[config.mk]
export PLATFORM = sky130hd
export DESIGN_NAME = clkctl_top
export DESIGN_NICKNAME = d
export VERILOG_FILES = /design/src/rtl/clkctl_pkg.sv /design/src/rtl/clkctl_sync.sv /design/src/rtl/clkctl_phase.sv /design/src/rtl/clkctl_gate.sv /design/src/rtl/clkctl_pwr.sv /design/src/rtl/clkctl_top.sv
export SDC_FILE = /design/constraint.sdc
export NUM_CORES = 1
export LEC_CHECK = 0
export ABC_CLOCK_PERIOD_IN_PS = 1700
export BUFFER_PORTS_ARGS = -buffer_cell sky130_fd_sc_hd__buf_2
export CORE_ASPECT_RATIO = 0.5
export CORE_MARGIN = 10
export CORE_UTILIZATION = 51
export DETAILED_ROUTE_END_ITERATION = 8
export GPL_TIMING_DRIVEN = 0
export PLACE_DENSITY = 0.81
export SLEW_MARGIN = 40
export SYNTH_ARGS = -nofsm -noshare
export SYNTH_HDL_FRONTEND = slang
export SYNTH_SLANG_ARGS = --single-unit
[constraint.sdc]
create_clock -name clk -period 1.7 [get_ports clk]
set_clock_uncertainty 0.2 [all_clocks]
set_input_delay 0.255 -clock clk [delete_from_list [all_inputs] [get_ports clk]]
set_output_delay 0.255 -clock clk [all_outputs]
set_load 0.05 [all_outputs]
[src/rtl/clkctl_pkg.sv]
package clkctl_pkg;
    typedef enum logic [1:0] {
        G_RUN,
        G_STOPPING,
        G_OFF,
        G_STARTING
    } gate_state_t;

    typedef enum logic [1:0] {
        P_DOWN,
        P_WAIT,
        P_UP
    } pwr_state_t;
endpackage

[src/rtl/clkctl_sync.sv]
module clkctl_sync #(
    parameter int unsigned      W       = 1,
    parameter logic [W-1:0]     RST_VAL = '0
) (
    input  logic         clk,
    input  logic         rst_n,
    input  logic [W-1:0] async_i,
    output logic [W-1:0] sync_o
);
    logic [W-1:0] meta_q;

    always_ff @(posedge clk or negedge rst_n) begin
        if (!rst_n) begin
            meta_q <= RST_VAL;
            sync_o <= RST_VAL;
        end else begin
            meta_q <= async_i;
            sync_o <= meta_q;
        end
    end
endmodule

[src/rtl/clkctl_phase.sv]
module clkctl_phase #(
    parameter int unsigned HALF = 2
) (
    input  logic clk,
    input  logic rst_n,
    output logic fall_pt,
    output logic rise_pt,
    output logic lvl_next
);
    localparam int unsigned PERIOD = 2 * HALF;
    localparam int unsigned CW     = $clog2(PERIOD);

    logic [CW-1:0] cnt_q;
    logic [CW-1:0] cnt_nxt;

    assign fall_pt  = (cnt_q == CW'(HALF - 1));
    assign rise_pt  = (cnt_q == CW'(PERIOD - 1));
    assign cnt_nxt  = rise_pt ? '0 : cnt_q + 1'b1;
    assign lvl_next = (cnt_nxt < CW'(HALF));

    always_ff @(posedge clk or negedge rst_n) begin
        if (!rst_n) cnt_q <= '0;
        else        cnt_q <= cnt_nxt;
    end
endmodule

[src/rtl/clkctl_gate.sv]
module clkctl_gate
    import clkctl_pkg::*;
#(
    parameter int unsigned LAT = 1
) (
    input  logic clk,
    input  logic rst_n,
    input  logic fall_pt,
    input  logic lvl_next,
    input  logic stop_req,
    input  logic pwr_on,
    output logic clk_o
);
    localparam int unsigned    LW   = (LAT > 1) ? $clog2(LAT) : 1;
    localparam logic [LW-1:0]  LAST = LW'(LAT - 1);

    gate_state_t   st_q, st_d;
    logic [LW-1:0] cnt_q, cnt_d;
    logic          en_q, en_d, out_d, grp_on;

    // next-state logic
    always_comb begin
        st_d  = st_q;
        cnt_d = cnt_q;
        unique case (st_q)
            G_RUN: begin
                if (stop_req) begin
                    st_d  = G_STOPPING;
                    cnt_d = '0;
                end
            end
            G_STOPPING: begin
                if (!stop_req) begin
                    st_d = G_RUN;
                end else if (fall_pt) begin
                    if (cnt_q == LAST) st_d = G_OFF;
                    else               cnt_d = cnt_q + 1'b1;
                end
            end
            G_OFF: begin
                if (!stop_req) begin
                    st_d  = G_STARTING;
                    cnt_d = '0;
                end
            end
            G_STARTING: begin
                if (stop_req) begin
                    st_d = G_OFF;
                end else if (fall_pt) begin
                    if (cnt_q == LAST) st_d = G_RUN;
                    else               cnt_d = cnt_q + 1'b1;
                end
            end
            default: st_d = G_RUN;
        endcase
    end

    // state register
    always_ff @(posedge clk or negedge rst_n) begin
        if (!rst_n) begin
            st_q  <= G_RUN;
            cnt_q <= '0;
        end else begin
            st_q  <= st_d;
            cnt_q <= cnt_d;
        end
    end

    // outputs: enable moves only where the clock is about to go low
    assign grp_on = (st_d == G_RUN) || (st_d == G_STOPPING);
    assign en_d   = fall_pt ? (grp_on && pwr_on) : en_q;
    assign out_d  = en_d && lvl_next;

    always_ff @(posedge clk or negedge rst_n) begin
        if (!rst_n) begin
            en_q  <= 1'b0;
            clk_o <= 1'b0;
        end else begin
            en_q  <= en_d;
            clk_o <= out_d;
        end
    end
endmodule

[src/rtl/clkctl_pwr.sv]
module clkctl_pwr
    import clkctl_pkg::*;
#(
    parameter int unsigned PWRUP_REFS = 4
) (
    input  logic clk,
    input  logic rst_n,
    input  logic pwr_ok,
    input  logic ref_rise,
    output logic pwr_on,
    output logic clocks_valid
);
    localparam int unsigned   PW   = $clog2(PWRUP_REFS + 1);
    localparam logic [PW-1:0] LAST = PW'(PWRUP_REFS - 1);

    pwr_state_t    st_q, st_d;
    logic [PW-1:0] cnt_q, cnt_d;

    always_comb begin
        st_d  = st_q;
        cnt_d = cnt_q;
        unique case (st_q)
            P_DOWN: begin
                if (pwr_ok) begin
                    st_d  = P_WAIT;
                    cnt_d = '0;
                end
            end
            P_WAIT: begin
                if (!pwr_ok) begin
                    st_d = P_DOWN;
                end else if (ref_rise) begin
                    if (cnt_q == LAST) st_d = P_UP;
                    else               cnt_d = cnt_q + 1'b1;
                end
            end
            P_UP: begin
                if (!pwr_ok) st_d = P_DOWN;
            end
            default: st_d = P_DOWN;
        endcase
    end

    always_ff @(posedge clk or negedge rst_n) begin
        if (!rst_n) begin
            st_q  <= P_DOWN;
            cnt_q <= '0;
        end else begin
            st_q  <= st_d;
            cnt_q <= cnt_d;
        end
    end

    assign pwr_on = (st_q == P_UP);

    always_ff @(posedge clk or negedge rst_n) begin
        if (!rst_n) clocks_valid <= 1'b0;
        else        clocks_valid <= (st_d == P_UP);
    end
endmodule

[src/rtl/clkctl_top.sv]
module clkctl_top #(
    parameter int unsigned NCPU       = 4,
    parameter int unsigned NPCI       = 7,
    parameter int unsigned NREF       = 3,
    parameter int unsigned CPU_HALF   = 2,
    parameter int unsigned PCI_HALF   = 6,
    parameter int unsigned REF_HALF   = 7,
    parameter int unsigned CPU_LAT    = 2,
    parameter int unsigned PCI_LAT    = 1,
    parameter int unsigned PWRUP_REFS = 4
) (
    input  logic            clk,
    input  logic            rst_n,
    input  logic            cpu_stop_n,
    input  logic            pci_stop_n,
    input  logic            pwr_dn_n,
    output logic [NCPU-1:0] cpu_clk_o,
    output logic [NPCI-1:0] pci_clk_o,
    output logic            pci_free_o,
    output logic [NREF-1:0] ref_clk_o,
    output logic            clocks_valid
);
    localparam int unsigned NGRP   = 4;
    localparam int unsigned G_CPU  = 0;
    localparam int unsigned G_PCI  = 1;
    localparam int unsigned G_FREE = 2;
    localparam int unsigned G_REF  = 3;
    localparam int unsigned GH [NGRP] = '{CPU_HALF, PCI_HALF, PCI_HALF, REF_HALF};
    localparam int unsigned GL [NGRP] = '{CPU_LAT, PCI_LAT, 1, 1};

    logic [2:0]      sync_v;
    logic            cpu_req_q, pci_req_q, pwr_on;
    logic [NGRP-1:0] fall_v, rise_v, lvl_v, req_v, clk_v;

    clkctl_sync #(.W(3), .RST_VAL(3'b011)) u_sync (
        .clk     (clk),
        .rst_n   (rst_n),
        .async_i ({pwr_dn_n, pci_stop_n, cpu_stop_n}),
        .sync_o  (sync_v)
    );

    // stop requests are taken at the free-running PCI rising point
    always_ff @(posedge clk or negedge rst_n) begin
        if (!rst_n) begin
            cpu_req_q <= 1'b0;
            pci_req_q <= 1'b0;
        end else if (rise_v[G_FREE]) begin
            cpu_req_q <= !sync_v[0];
            pci_req_q <= !sync_v[1];
        end
    end

    assign req_v = {1'b0, 1'b0, pci_req_q, cpu_req_q};

    clkctl_pwr #(.PWRUP_REFS(PWRUP_REFS)) u_pwr (
        .clk          (clk),
        .rst_n        (rst_n),
        .pwr_ok       (sync_v[2]),
        .ref_rise     (rise_v[G_REF]),
        .pwr_on       (pwr_on),
        .clocks_valid (clocks_valid)
    );

    for (genvar g = 0; g < NGRP; g++) begin : g_grp
        clkctl_phase #(.HALF(GH[g])) u_phase (
            .clk      (clk),
            .rst_n    (rst_n),
            .fall_pt  (fall_v[g]),
            .rise_pt  (rise_v[g]),
            .lvl_next (lvl_v[g])
        );
        clkctl_gate #(.LAT(GL[g])) u_gate (
            .clk      (clk),
            .rst_n    (rst_n),
            .fall_pt  (fall_v[g]),
            .lvl_next (lvl_v[g]),
            .stop_req (req_v[g]),
            .pwr_on   (pwr_on),
            .clk_o    (clk_v[g])
        );
    end

    assign cpu_clk_o  = {NCPU{clk_v[G_CPU]}};
    assign pci_clk_o  = {NPCI{clk_v[G_PCI]}};
    assign pci_free_o = clk_v[G_FREE];
    assign ref_clk_o  = {NREF{clk_v[G_REF]}};
endmodule

==> Word level (Yosys, flattened, before mapping) <==
Cells that the tools add are included.
{ "word_totals": {"regBits": 48, "input_bits": 5, "out_inout_bits": 16, "word_cells": 178} }
{ "op_classes": {"add_sub_neg": 9, "magnitude_cmp": 4, "n_eq_ne": 42, "n_mux": 63, "n_bitwise": 2, "n_reduce_logical": 31} }
{ "ops": {"columns": ["op", "n"], "rows": [
  ["two-way mux 2 bit", 26],
  ["one-hot mux 2 bit (4 select lines)", 4],
  ["equality test 2 bit (second input constant)", 11],
  ["!= test 2 bit (second input constant)", 11],
  ["equality test 2 x 1 -> 1 bit (second input constant)", 10],
  ["two-way mux 1 bit", 20],
  ["zero test 2 bit", 9],
  ["adder 4 x 1 -> 4 bit (second input constant)", 3],
  ["equality test 4 x 3 -> 1 bit (second input constant)", 3],
  ["equality test 4 bit (second input constant)", 3],
  ["< comparator 4 x 3 -> 1 bit (second input constant)", 3],
  ["two-way mux 3 bit", 4],
  ["two-way mux 4 bit", 3],
  ["logical AND 1 bit", 8],
  ["one-hot mux 1 bit (4 select lines)", 2],
  ["AND reduction 4 bit", 2],
  ["!= test 2 x 1 -> 1 bit (second input constant)", 3],
  ["one-hot mux 2 bit (3 select lines)", 1],
  ["one-hot mux 3 bit (2 select lines)", 1],
  ["AND reduction 5 bit", 1],
  ["adder 1 bit (second input constant)", 4],
  ["logical OR 1 bit", 4],
  ["one-hot mux 1 bit (2 select lines)", 2],
  ["AND reduction 2 bit", 2],
  ["other kinds (8)", 11]
]} }

==> Depth between registers and ports, before layout <==
{ "logic_depth": {"depth_word": 9, "mapped_depth": 6, "depth_no_buf": 6} }

==> Cells and area by module <==
A second synthesis with hierarchy kept.
{ "hier_totals": {"cells_unflattened": 187, "area_unflattened_um2": 2090.8} }
{ "modules_own_cells": {"columns": ["module", "instances", "cells_per_inst", "area_each_um2", "seq_area_each_um2"], "rows": [
  ["clkctl_gate (g_grp[1].u_gate ...)", 3, 15, 182.7, 100.1],
  ["clkctl_phase (g_grp[1].u_phase ...)", 2, 22, 215.2, 100.1],
  ["clkctl_pwr", 1, 30, 304.0, 150.1],
  ["clkctl_gate (g_grp[0].u_gate)", 1, 17, 215.2, 125.1],
  ["clkctl_phase (g_grp[3].u_phase)", 1, 20, 192.7, 100.1],
  ["clkctl_top", 1, 18, 158.9, 50.0],
  ["clkctl_sync", 1, 6, 155.1, 155.1],
  ["clkctl_phase (g_grp[0].u_phase)", 1, 7, 86.3, 50.0]
]} }

==> Worst setup path after synthesis <==
Ideal clock, no wire load.
{ "synth_timing": {"kind": "flip-flop to flip-flop", "from": "register u_pwr.cnt_q[0]", "to": "register u_pwr.cnt_q[0]", "setup_time_ns": 0.069, "t_arrival_ns": 1.502, "required_ns": 1.431, "slack_ns": -0.071, "stages_incl_launch_ff": 7, "path_buffers": 0, "period_less_slack_ns": 1.771, "path_cell_list": "dfrtp_1 > ha_1 > ha_1 > nand2_1 > nand2_1 > or4b_1 > nand3_1"} }
{ "synth_between": {"elab_chain_cells": 5} }
{ "synth_lines": {"columns": ["element", "line", "text"], "rows": [
  ["start, declared", "clkctl_pwr.sv:17", "logic [PW-1:0] cnt_q, cnt_d;"],
  ["start signal, assigned", "clkctl_pwr.sv:50", "cnt_q <= cnt_d;"],
  ["adder 3 x 1 -> 3 bit", "clkctl_pwr.sv:34", "else cnt_d = cnt_q + 1'b1;"],
  ["two-way mux 3 bit", "clkctl_pwr.sv:33", "if (cnt_q == LAST) st_d = P_UP;"],
  ["two-way mux 3 bit", "clkctl_pwr.sv:32", "end else if (ref_rise) begin"],
  ["two-way mux 3 bit", "clkctl_pwr.sv:30", "if (!pwr_ok) begin"],
  ["one-hot mux 3 bit (2 select lines)", "clkctl_pwr.sv:22", "unique case (st_q)"]
]} }
Parallel ways exist; a longest one is shown, timed or not. The select of a mux whose other input is x is not followed.
A chain may end at the register's enable or synchronous reset.

==> Final worst setup path <==
{ "layout_timing": {"from": "register u_pwr.cnt_q[1]", "to": "register u_pwr.cnt_q[0]"} }
{ "layout_between": {"elab_chain_cells": 3} }
{ "layout_lines": {"columns": ["element", "line"], "rows": [
  ["equality test 3 x 2 -> 1 bit", "clkctl_pwr.sv:33"],
  ["!= test 2 bit (no source line)", null],
  ["AND reduction 5 bit (no source line)", null]
]} }
No other way between the ends.

==> qor.csv <==
metric,value,unit
H-tree depth,2,
num ports,21,
"CTS clk-pin slew, worst paths",0.07,ns
synthesized area per cell,11.9,um2
min-delay worst type,register to register,
WP data arrival,1.75,ns
fin area,2370,um2
met1 Use GR,0.108,
Fin. Hold Viols,0,
CP max FO,2,
slew of the pin with the lowest slew margin,0.541,ns
Power Density,864,nW/um2
vias in the first global route,1299,
root buffer cell,clkbuf_8,
yosys warns,0,
Chip Height,63.8,um
Cells after Synth,164,
RePlAce Congestion,0.802,
die width,108,um
standard-cell row count,15,
met2 Track Usage GR,0.168,
final net count,213,
WHS Path Cells,0,
Tmin final,1.72,ns
Startpoint Class,register,
initial detailed-routing violation count,28,
Setup-failing EPs final,2,
post-route ant nets,0,
Syn Std Cell Area,1950,um2
cell taking the most area after synthesis,dfrtp_1,
HPWL Detailed,2180,um
first-pass GRT wire length,5570,um
total clock sinks,45,
final worst setup slack,-0.0160,ns
fmax,0.583,GHz
number of cells on the worst reg-to-reg path,6,
WHS,0.157,ns
grt peak-use layer,met2,
sequential share of the synthesized area,0.579,
Max-cap violations,0,
Post-synth EDFFs,0,
Unique masters post-synth,35,
WS Path Type,register to register,
share of cells above drive strength 1,0.343,
Via density,4.94,
Pre-Repair DR Iteration Count,4,
status,"complete, but fails checks",
diode count,0,
Area Growth Syn to Fin,21.1,%
Post-DP Area,2130,um2
met3 Use GR,0.0320,
share of flip-flops with an asynchronous set or reset after synthesis,1.00,
CTS Buf Count,5,
vias after detailed routing,1245,
Worst-Skew Late Latency,0.30,ns
core outline area,3570,um2
Yosys top cell area share,0.525,
Synth area leaders,"dfrtp_1, buf_4, dfstp_2",
Avg WL per Cell,13.4,um
full die area,6860,um2
largest net degree at the start of global routing,46,
crit end category,register,
period utilization,1.01,
Syn Nets,177,
RSZ-0062 raised after global routing,yes,
CTS tree,built,
global-route usage over all layers,0.100,
leakage power,1.17,nW
Final Max Tran Viols,0,
routed wire length,3380,um
Slew headroom,0.639,
most frequent cell after synthesis,dfrtp_1,
number of port buffers,20,
Synth Flop Type,dfrtp_1,
Worst Path Required,1.74,ns
commonest cells in the netlist,"dfrtp_1, nand2_1, buf_4",
VDD IR max,503,uV
initial antenna violation count,0,
Clock Path Buffers,2,
DRC,0,
grt total ovfl,0,
violated checks,negative setup slack,
Initial Util,0.548,
Synth Register Bits,45,
-- state kept, by name, indices dropped and copies added, names as in the netlist --
name,flops
g_grp.u_phase.cnt_q,14
g_grp.u_gate.st_q,8
g_grp.u_gate.clk_o,4
g_grp.u_gate.en_q,4
u_pwr.cnt_q,3
u_sync.meta_q,3
u_sync.sync_o,3
u_pwr.st_q,2
cpu_req_q,1
g_grp.u_gate.cnt_q,1
pci_req_q,1
u_pwr.clocks_valid,1
-- routing by layer --
layer / vias up / routed length, um
met3: 8 / 167
met1: 600 / 1500
met2: 19 / 1620
met4: 0 / 91
met5: - / 0
li1: 618 / -
-- power by group --
part           internal, mW  switching, mW
clock                 0.331          0.338
combinational        0.0998         0.0780
sequential             1.13         0.0628
-- area by class of cell --
cell class / instances / area, um2
clock buffer: 8 / 90.1
tap: 51 / 63.8
inverter: 12 / 45.0
timing repair buffer: 29 / 180
multi-input combinational: 93 / 751
buffer: 14 / 105
fill: 251 / 1200
sequential: 45 / 1130
-- worst paths after layout --
kind	startpoint	to	slack [ns]
max in group asynchronous	rst_n	u_sync.sync_o[1]	0.64
min in group asynchronous	rst_n	g_grp[3].u_phase.cnt_q[1]	0.28
min reg2reg	u_sync.meta_q[2]	u_sync.sync_o[2]	0.16
min	u_sync.meta_q[2]	u_sync.sync_o[2]	0.16
max reg2reg	u_pwr.cnt_q[1]	u_pwr.cnt_q[0]	-0.02
max	u_pwr.cnt_q[1]	u_pwr.cnt_q[0]	-0.02
-- worst max-delay path: stages (launching register included) --
cell	delay [ns]
dfrtp_1	0.40
ha_2	0.20
ha_4	0.16
nand2_4	0.08
nand2_4	0.05
or4b_4	0.49
nand3_2	0.07
-- cell usage in the layout, fill, tap and decap left out, drive strengths merged, types with 4 or more instances in the layout --
cell type	instances
nand2b	5
o21ai	6
mux2	5
buf	39
dfrtp	41
ha	8
clkbuf	8
inv	12
nand2	15
dfstp	4
nand3	7
nor2b	5
o21a	5
dlygate4sd3	4
-- stage by stage --
stage	utilization	cells	setup WS [ns]	power, mW	setup TNS [ns]
after global placement	0.596	235	-0.0475	1.33	-0.0475
after CTS	0.648	251	-0.0214	2.04	-0.0214
final	0.664	252	-0.0160	2.04	-0.0170
after global routing	0.664	252	-0.0987	2.15	-0.215
after detailed placement	0.597	235	-0.0705	1.35	-0.0705
after floorplan	-	164	0.0101	1.29	0
-- cell families (layout without fill, tap and decap cells) --
kind of cell	after synthesis	count (layout)	share of synthesized area
multiplexers	7	7	0.0391
flip-flops	45	45	0.579
AO/OA/AOI/OAI	30	30	0.108
AND/OR/NAND/NOR	45	45	0.133
XOR/XNOR	3	3	0.0134
adder cells (fa/ha/maj)	8	8	0.0512
buffers and inverters	26	63	0.0768
-- timing repair --
item | in CTS | in global routing
pin swaps | 4 | 3
resized for setup | 4 | 10
setup endpoints to repair | 1 | 6
hold buffers | 4 | 0
hold endpoints to repair | 44 | 0
setup buffers | 4 | 1
Note: power is estimated with default switching activity, not from simulation.
